<file path="config.mk">
export PLATFORM = sky130hd
export DESIGN_NAME = operand_regfile
export DESIGN_NICKNAME = d
export VERILOG_FILES = /design/src/rtl/oprf_pkg.sv /design/src/rtl/oprf_stage.sv /design/src/rtl/oprf_a_mux.sv /design/src/rtl/oprf_b_rot.sv /design/src/rtl/oprf_chain.sv /design/src/rtl/operand_regfile.sv
export SDC_FILE = /design/constraint.sdc
export NUM_CORES = 2
export LEC_CHECK = 0
export ABC_CLOCK_PERIOD_IN_PS = 2100
export BUFFER_PORTS_ARGS = -buffer_cell sky130_fd_sc_hd__clkbuf_2
export CORE_AREA = 2 2 324 326
export CTS_CLUSTER_DIAMETER = 60
export DETAILED_ROUTE_END_ITERATION = 12
export DIE_AREA = 0 0 326 328
export PLACE_DENSITY_LB_ADDON = 0.08
export SYNTH_ARGS = -nofsm -noshare
export SYNTH_HDL_FRONTEND = slang
export SYNTH_HIERARCHICAL = 1
export SYNTH_SLANG_ARGS = --single-unit
</file>
<file path="constraint.sdc">
create_clock -name clk -period 2.1 [get_ports clk]
set_clock_uncertainty 0.05 [all_clocks]
set_input_delay 0.42 -clock clk [delete_from_list [all_inputs] [get_ports clk]]
set_output_delay 0.42 -clock clk [all_outputs]
set_load 0.005 [all_outputs]
</file>
<file path="src/rtl/oprf_pkg.sv">
package oprf_pkg;

   localparam int NUM_REGS = 6;
   localparam int IDX_A    = 0;
   localparam int IDX_B    = 1;
   localparam int IDX_C    = 2;

   typedef enum logic [2:0] {
      ASRC_ARITH = 3'd0,
      ASRC_EXT   = 3'd1,
      ASRC_SHIFT = 3'd2,
      ASRC_K0    = 3'd3,
      ASRC_K1    = 3'd4,
      ASRC_K2    = 3'd5,
      ASRC_KEEP6 = 3'd6,
      ASRC_KEEP7 = 3'd7
   } a_src_e;

endpackage

</file>
<file path="src/rtl/oprf_stage.sv">
module oprf_stage #(
   parameter int W = 163
) (
   input  logic         clk,
   input  logic         rst,
   input  logic         ld,
   input  logic [W-1:0] d,
   output logic [W-1:0] q
);

   always_ff @(posedge clk) begin
      if (rst)     q <= '0;
      else if (ld) q <= d;
   end

   assert_stage_hold_R2: assert property (@(posedge clk) disable iff (rst)
      !ld |=> $stable(q));

   assert_stage_clear_R1: assert property (@(posedge clk)
      rst |=> (q == '0));

endmodule

</file>
<file path="src/rtl/oprf_a_mux.sv">
module oprf_a_mux
   import oprf_pkg::*;
#(
   parameter int           W  = 163,
   parameter logic [W-1:0] K0 = '0,
   parameter logic [W-1:0] K1 = '0,
   parameter logic [W-1:0] K2 = '0
) (
   input  logic [2:0]   sel,
   input  logic [W-1:0] arith,
   input  logic [W-1:0] ext,
   input  logic [W-1:0] shreg,
   output logic [W-1:0] nxt,
   output logic         valid
);

   always_comb begin
      valid = 1'b1;
      nxt   = '0;
      unique case (a_src_e'(sel))
         ASRC_ARITH: nxt = arith;
         ASRC_EXT:   nxt = ext;
         ASRC_SHIFT: nxt = shreg;
         ASRC_K0:    nxt = K0;
         ASRC_K1:    nxt = K1;
         ASRC_K2:    nxt = K2;
         default:    valid = 1'b0;
      endcase
   end

endmodule

</file>
<file path="src/rtl/oprf_b_rot.sv">
module oprf_b_rot #(
   parameter int W = 163
) (
   input  logic         rot,
   input  logic [W-1:0] from_a,
   input  logic [W-1:0] cur,
   output logic [W-1:0] nxt
);

   logic [W-1:0] rotated;

   assign rotated = {cur[W-2:0], cur[W-1]};
   assign nxt     = rot ? rotated : from_a;

endmodule

</file>
<file path="src/rtl/oprf_chain.sv">
module oprf_chain #(
   parameter int W     = 163,
   parameter int DEPTH = 4
) (
   input  logic                  clk,
   input  logic                  rst,
   input  logic [DEPTH-1:0]      ld,
   input  logic [W-1:0]          head,
   output logic [DEPTH-1:0][W-1:0] taps
);

   logic [DEPTH:0][W-1:0] link;

   assign link[0] = head;

   for (genvar k = 0; k < DEPTH; k++) begin : g_stage
      oprf_stage #(.W(W)) stage_i (
         .clk (clk),
         .rst (rst),
         .ld  (ld[k]),
         .d   (link[k]),
         .q   (link[k+1])
      );
      assign taps[k] = link[k+1];

      assert_chain_copy_R7: assert property (@(posedge clk) disable iff (rst)
         ld[k] |=> (taps[k] == $past(link[k])));
   end

endmodule

</file>
<file path="src/rtl/operand_regfile.sv">
module operand_regfile
   import oprf_pkg::*;
#(
   parameter int           W  = 163,
   parameter logic [W-1:0] K0 = '0,
   parameter logic [W-1:0] K1 = W'(1),
   parameter logic [W-1:0] K2 = W'(8'hC9)
) (
   input  logic                clk,
   input  logic                rst,
   input  logic [NUM_REGS-1:0] en,
   input  logic [2:0]          a_sel,
   input  logic                b_rot,
   input  logic [W-1:0]        alu_in,
   input  logic [W-1:0]        ext_in,
   output logic [W-1:0]        data_out,
   output logic                serial_bit,
   output logic [W-1:0]        op_c,
   output logic [W-1:0]        tail_f
);

   localparam int CHAIN = NUM_REGS - IDX_C;

   if (W < 8) begin : g_bad_width
      $error("operand_regfile: W must be at least 8");
   end
   if (CHAIN < 1) begin : g_bad_chain
      $error("operand_regfile: chain needs at least one stage");
   end

   logic [W-1:0] reg_a, reg_b, a_nxt, b_nxt;
   logic         a_valid;
   logic [CHAIN-1:0][W-1:0] taps;

   oprf_a_mux #(.W(W), .K0(K0), .K1(K1), .K2(K2)) a_mux_i (
      .sel   (a_sel),
      .arith (alu_in),
      .ext   (ext_in),
      .shreg (reg_b),
      .nxt   (a_nxt),
      .valid (a_valid)
   );

   oprf_stage #(.W(W)) a_reg_i (
      .clk (clk),
      .rst (rst),
      .ld  (en[IDX_A] & a_valid),
      .d   (a_nxt),
      .q   (reg_a)
   );

   oprf_b_rot #(.W(W)) b_rot_i (
      .rot    (b_rot),
      .from_a (reg_a),
      .cur    (reg_b),
      .nxt    (b_nxt)
   );

   oprf_stage #(.W(W)) b_reg_i (
      .clk (clk),
      .rst (rst),
      .ld  (en[IDX_B]),
      .d   (b_nxt),
      .q   (reg_b)
   );

   oprf_chain #(.W(W), .DEPTH(CHAIN)) chain_i (
      .clk  (clk),
      .rst  (rst),
      .ld   (en[NUM_REGS-1:IDX_C]),
      .head (reg_b),
      .taps (taps)
   );

   assign data_out   = reg_a;
   assign serial_bit = reg_b[W-1];
   assign op_c       = taps[0];
   assign tail_f     = taps[CHAIN-1];

   assert_a_keep_R3: assert property (@(posedge clk) disable iff (rst)
      (en[IDX_A] && a_sel[2:1] == 2'b11) |=> $stable(data_out));

   assert_a_from_b_R3: assert property (@(posedge clk) disable iff (rst)
      (en[IDX_A] && a_sel == 3'd2) |=> (data_out == $past(reg_b)));

   assert_a_const_R4: assert property (@(posedge clk) disable iff (rst)
      (en[IDX_A] && a_sel == 3'd4) |=> (data_out == K1));

   assert_b_rotate_R5: assert property (@(posedge clk) disable iff (rst)
      (en[IDX_B] && b_rot) |=>
         (reg_b == {$past(reg_b[W-2:0]), $past(reg_b[W-1])}));

   assert_swap_R8: assert property (@(posedge clk) disable iff (rst)
      (en[IDX_B] && !b_rot && en[IDX_A] && a_sel == 3'd2) |=>
         (data_out == $past(reg_b) && reg_b == $past(data_out)));

   assert_reset_wins_R9: assert property (@(posedge clk)
      rst |=> (data_out == '0 && !serial_bit && tail_f == '0));

endmodule

</file>
---- After elaboration in Yosys (flattened, before gate mapping) ----
Index checks and enable logic that the tools add are counted.
operators by class
  equality and inequality tests ........... 5
  mux-type cells .......................... 3
  bitwise gates (word level) .............. 1
  reduce and logical (&&, ||, !) cells .... 2
operators by type and width
  cell                                                 count
  one-hot mux 163 bit (5 select lines)                 1
  two-way mux 163 bit                                  1
  equality test 3 x 2 -> 1 bit, second input constant  2
  equality test 3 bit, second input constant           2
  OR reduction 6 bit                                   1
  equality test 3 x 1 -> 1 bit, second input constant  1
  logical NOT 3 bit                                    1
  bitwise AND 1 bit                                    1
  two-way mux 1 bit                                    1
word-level totals
  flip-flop bits (word level) ............. 978
  bits of input ports ..................... 338
  output and inout bits ................... 490
  word-level logic and storage cells ...... 17

---- Logic depth before layout (Yosys ltp) ----
  depth after elaboration ................. 4
  gate-level depth with buffers ........... 11
  depth with buffers taken out ............ 5

---- Modules after synthesis ----
Netlist, hierarchy kept.
modules (own cells, without submodules)
  module           instances  cells each  area an instance (um^2)  sequential area each (um^2)
  oprf_stage       6          525         5749.3                   3263.1
  oprf_a_mux       1          765         6811.5                   0.0
  oprf_b_rot       1          181         2244.7                   0.0
  operand_regfile  1          1           6.3                      0.0

---- Least setup slack after synthesis ----
Ideal clock, no wire load.
  kind .................................... input-to-reg
  start ................................... input a_sel[1]
  end ..................................... register a_reg_i.q[158]
  library setup time ...................... 0.117 ns
  arrival ................................. 1.797 ns
  data required time ...................... 1.933 ns
  slack ................................... 0.136 ns
  cell stages on the path ................. 11
  buffers on the path ..................... 7
  cells stage by stage .................... buf_4 > buf_6 > buf_6 > buf_6 > nand2_1 > and2_1 > buf_4 > buf_6 > buf_6 > mux2i_1 > nor2_1
between the ends
  cells in the longest elaborated chain, start to end .. 4
  elaborated cells on any way between the ends .. 10
  classes of those cells .................. eq/ne: 5; mux: 2; bitwise: 1; reduce/logical: 2
ends and longest elaborated chain
  item                                                  line                   source
  from (decl)                                           operand_regfile.sv:12  input logic [2:0] a_sel,
  equality test 3 x 1 -> 1 bit (tied with other cells)  oprf_a_mux.sv:20       unique case (a_src_e'(sel))
  OR reduction 6 bit (no line) (*)                      -
  two-way mux 1 bit (*)                                 oprf_a_mux.sv:20
  net a_valid                                           operand_regfile.sv:32  logic a_valid;
  bitwise AND 1 bit (*)                                 operand_regfile.sv:47  .ld (en[IDX_A] & a_valid),
  to (signal assigned)                                  oprf_stage.sv:12       if (rst) q <= '0;
  to (signal assigned)                                  oprf_stage.sv:13       else if (ld) q <= d;
  to (decl)                                             oprf_stage.sv:8        output logic [W-1:0] q
Mark *: on every way through the listed nets, which the timed path passes. The rest lies on a longest branch.
A chain may end at the register's enable or synchronous reset.

---- Final worst setup path ----
  start ................................... register b_reg_i.q[162]
  end ..................................... output serial_bit
RTL lines
  item                    line                   source
  from (decl)             oprf_stage.sv:8
  from (signal assigned)  oprf_stage.sv:12
  from (signal assigned)  oprf_stage.sv:13
  to (decl)               operand_regfile.sv:17  output logic serial_bit,
No word-level cell between the ends.

==> summary.txt <==
Starting Density = 0.422
RD Place Congestion = 0.860
crit-path cells = clkbuf_2
Hold Vio Cnt, Final = 0
Worst Path Buf+Inv = 1
antenna violations before repair = 21
Stages on worst setup path = 1
DRC viols = 0
internal power = 32500 µW
Synth top area share = 0.449
# Max-Cap Violations = 0
simple-gate portion of the synthesized area = 0.132
Post-Syn Area = 43600 µm²
Startpoint Class = flop
R2R Path End = a_reg_i/q[129]
Post-Synth XOR/XNOR Area = 0
CP Max Fanout = 5
Yosys cell types = 23
worst reg2reg startpoint = b_reg_i/q[129]
Ys Warns = 6
FF-to-FF path depth = 4
mux contribution to synthesized area = 0.273
routed via count = 32300
cell family with most CP delay = flip-flops
pwr dens = 812 nW/µm²
adder-cell share of the synthesized area = 0
Final setup viols = 0
TritonCTS clock tree = done
Final min period = 1930 ps
worst slew pin tran = 757 ps
fin cells = 6329
mean post-synth cell area = 10.6 µm²
Reg power frac = 0.439
post-synth top area cell = dfxtp_1
total iterations of the first detailed-routing run = 7
Clock power frac = 0.467
Clk Latency, worst-skew pair = 700 ps
Reg2Reg Setup Slack = 790 ps
die height = 328 µm
Filler cells = 9525
Critical Path End Type = primary output
complex-gate fraction of the synthesized area = 0.0920
Setup CP Type = reg2out
1st-iter DRT viols = 1670
Critical-path top delay cell = dfxtp_1
Overall Global Routing Usage = 0.262
status = complete, no violations
synth-to-layout area growth = 22.1%
Worst Hold Class = in2reg
post-synth net total = 4435
Peak VDD IR = 0.655 mV
most area-consuming cells after synthesis = dfxtp_1 (45%), mux2i_1 (22%), a211oi_2 (9.1%)
Synth Instances = 4097
row count = 118
cell total after placement = 6115
H-tree depth = 3
fraction of registers with async set/reset = 0
fin crit share = 0.920
clock transition at the registers of the reported paths = 60 ps
crit path DAT = 1460 ps
DRT Wirelength = 146000 µm
first-pass GRT wire length = 213000 µm
switch share = 0.247
max-slew violation count = 0
share of cells above drive strength 1 = 0.333
detailed placement HPWL = 108000 µm
Lkg Pwr = 0.0240 µW
CTS Buf Count = 111
RSZ-0062 raised after global routing = no
Slew headroom = 0.495
GRT overflow = 0
#FFs+latches synth = 978
core area = 103000 µm²
CTS sink cnt = 978
max incr delay on CP = 570 ps
routed length per instance = 23.1 µm
remaining antenna violation count = 0
Worst Setup EP = serial_bit
final net count = 5187
Seq/Total Area, Yosys = 0.449
number of synthesized flops with an enable pin = 0
clock root buffer = clkbuf_16
deepest clock path buffer count = 3
vias in the first global route = 31000
Ports = 828
NetSw = 10700 µW
Most used DFF post-synth = dfxtp_1
Logic pwr share = 0.094
largest family of logic cells by synthesized area = multiplexers
DR vias/cell = 5.10
total negative slack = 0 ps
IO Port Bufs = 827
largest net degree at the start of global routing = 109
Worst Path Required = 1630 ps
Die Wd = 326 µm
full die area = 107000 µm²
fmax = 0.518 GHz
Crit. Startpoint = b_reg_i/q[162]
[sequential cells by signal (all words and copies together) (netlist names)]
name,cells
a_reg_i/q,163
chain_i/g_stage.stage_i/q,652
b_reg_i/q,163
[logic make-up after synthesis]
family,after synthesis
and+or+nand+nor,1311
buffers and inverters,343
AOI/OAI and AO/OA,324
DFF,978
muxes,1141
[cell usage in the layout, fill, tap and decap left out, drive strengths merged]
cell / netlist / final
a21oi: 2 / 2
nor2: 982 / 982
nand2: 4 / 4
nor3b: 1 / 1
mux2: 163 / 163
buf: 255 / 164
diode: 0 / 7
dfxtp: 978 / 978
clkbuf: 88 / 977
o211ai: 3 / 3
bufinv: 0 / 10
nand2b: 160 / 160
clkinv: 0 / 24
nor4bb: 1 / 1
a211oi: 318 / 318
clkinvlp: 0 / 6
nor2b: 159 / 159
and2: 1 / 1
o21ai: 1 / 1
mux2i: 978 / 978
dlygate4sd3: 0 / 1
inv: 0 / 6
nand3b: 3 / 3
[worst min path at each step]
stage,from,endpoint,slack (ps),depth (start not counted)
after global routing,en[5],chain_i/g_stage[3].stage_i/q[51],60,3
after CTS,en[5],chain_i/g_stage[3].stage_i/q[51],50,3
after floorplan,chain_i/g_stage[1].stage_i/q[0],chain_i/g_stage[1].stage_i/q[0],410,2
final,en[5],chain_i/g_stage[3].stage_i/q[59],90,3
after global placement,chain_i/g_stage[1].stage_i/q[134],chain_i/g_stage[2].stage_i/q[134],420,2
after detailed placement,chain_i/g_stage[3].stage_i/q[149],chain_i/g_stage[3].stage_i/q[149],430,2
[synth_stat cells, drive strengths merged, types with 2 or more instances]
master  instances
nor2          982
dfxtp         978
mux2i         978
a211oi        318
buf           255
mux2          163
nand2b        160
nor2b         159
clkbuf         88
nand2           4
nand3b          3
o211ai          3
a21oi           2
[power by group through the flow]
stage | Sequential (µW) | Clock (µW) | Combinational (µW)
after floorplan | 19300 | 0 | 2690
after global placement | 19400 | 0 | 4060
after detailed placement | 19400 | 0 | 4060
after CTS | 19000 | 20600 | 4080
after global routing | 19000 | 21400 | 4290
final | 19000 | 20200 | 4040
[layer usage]
| layer | GRT usage | share of wire |
|---|---|---|
| met1 | 0.330 | 0.43 |
| met2 | 0.447 | 0.49 |
| met3 | 0.0556 | 0.054 |
| met4 | 0.0830 | 0.029 |
| met5 | 0 | 0.0014 |
[worst reg2reg max path: stages (launching register included)]
cell and delay, ps:
dfxtp_1 570, a211oi_2 140, a211oi_2 280, mux2i_1 120, nor2_1 90
[layout make-up]
type / instances / area (µm²) / share of cell area
diodes: 7 / 17.5 / 0.000329
clock buffers: 160 / 3240 / 0.0610
clock inverters: 46 / 589 / 0.0111
multi-input cells: 2776 / 21600 / 0.407
flip-flops and latches: 978 / 19600 / 0.368
well taps: 1380 / 1730 / 0.0325
repair buffers: 982 / 6380 / 0.120
[metrics by stage]
stage	utilization	power, µW	worst slack, ps	hold WS (ps)	instance area (µm²)
after CTS	0.515	43600	130	47.4	53200
after global placement	0.478	23400	230	421	49300
after floorplan	-	22000	136	410	43600
after detailed placement	0.478	23400	192	431	49300
after global routing	0.515	44600	157	62.8	53200
final	0.515	43200	169	87.1	53200
[timing repair]
| action | CTS | global route |
|---|---|---|
| resized for setup | 0 | 0 |
| setup endpoints to repair | 0 | 0 |
| hold endpoints to repair | 8 | 0 |
| hold buffers | 1 | 0 |
| setup buffers | 0 | 0 |
(Power assumes the default switching activity.)
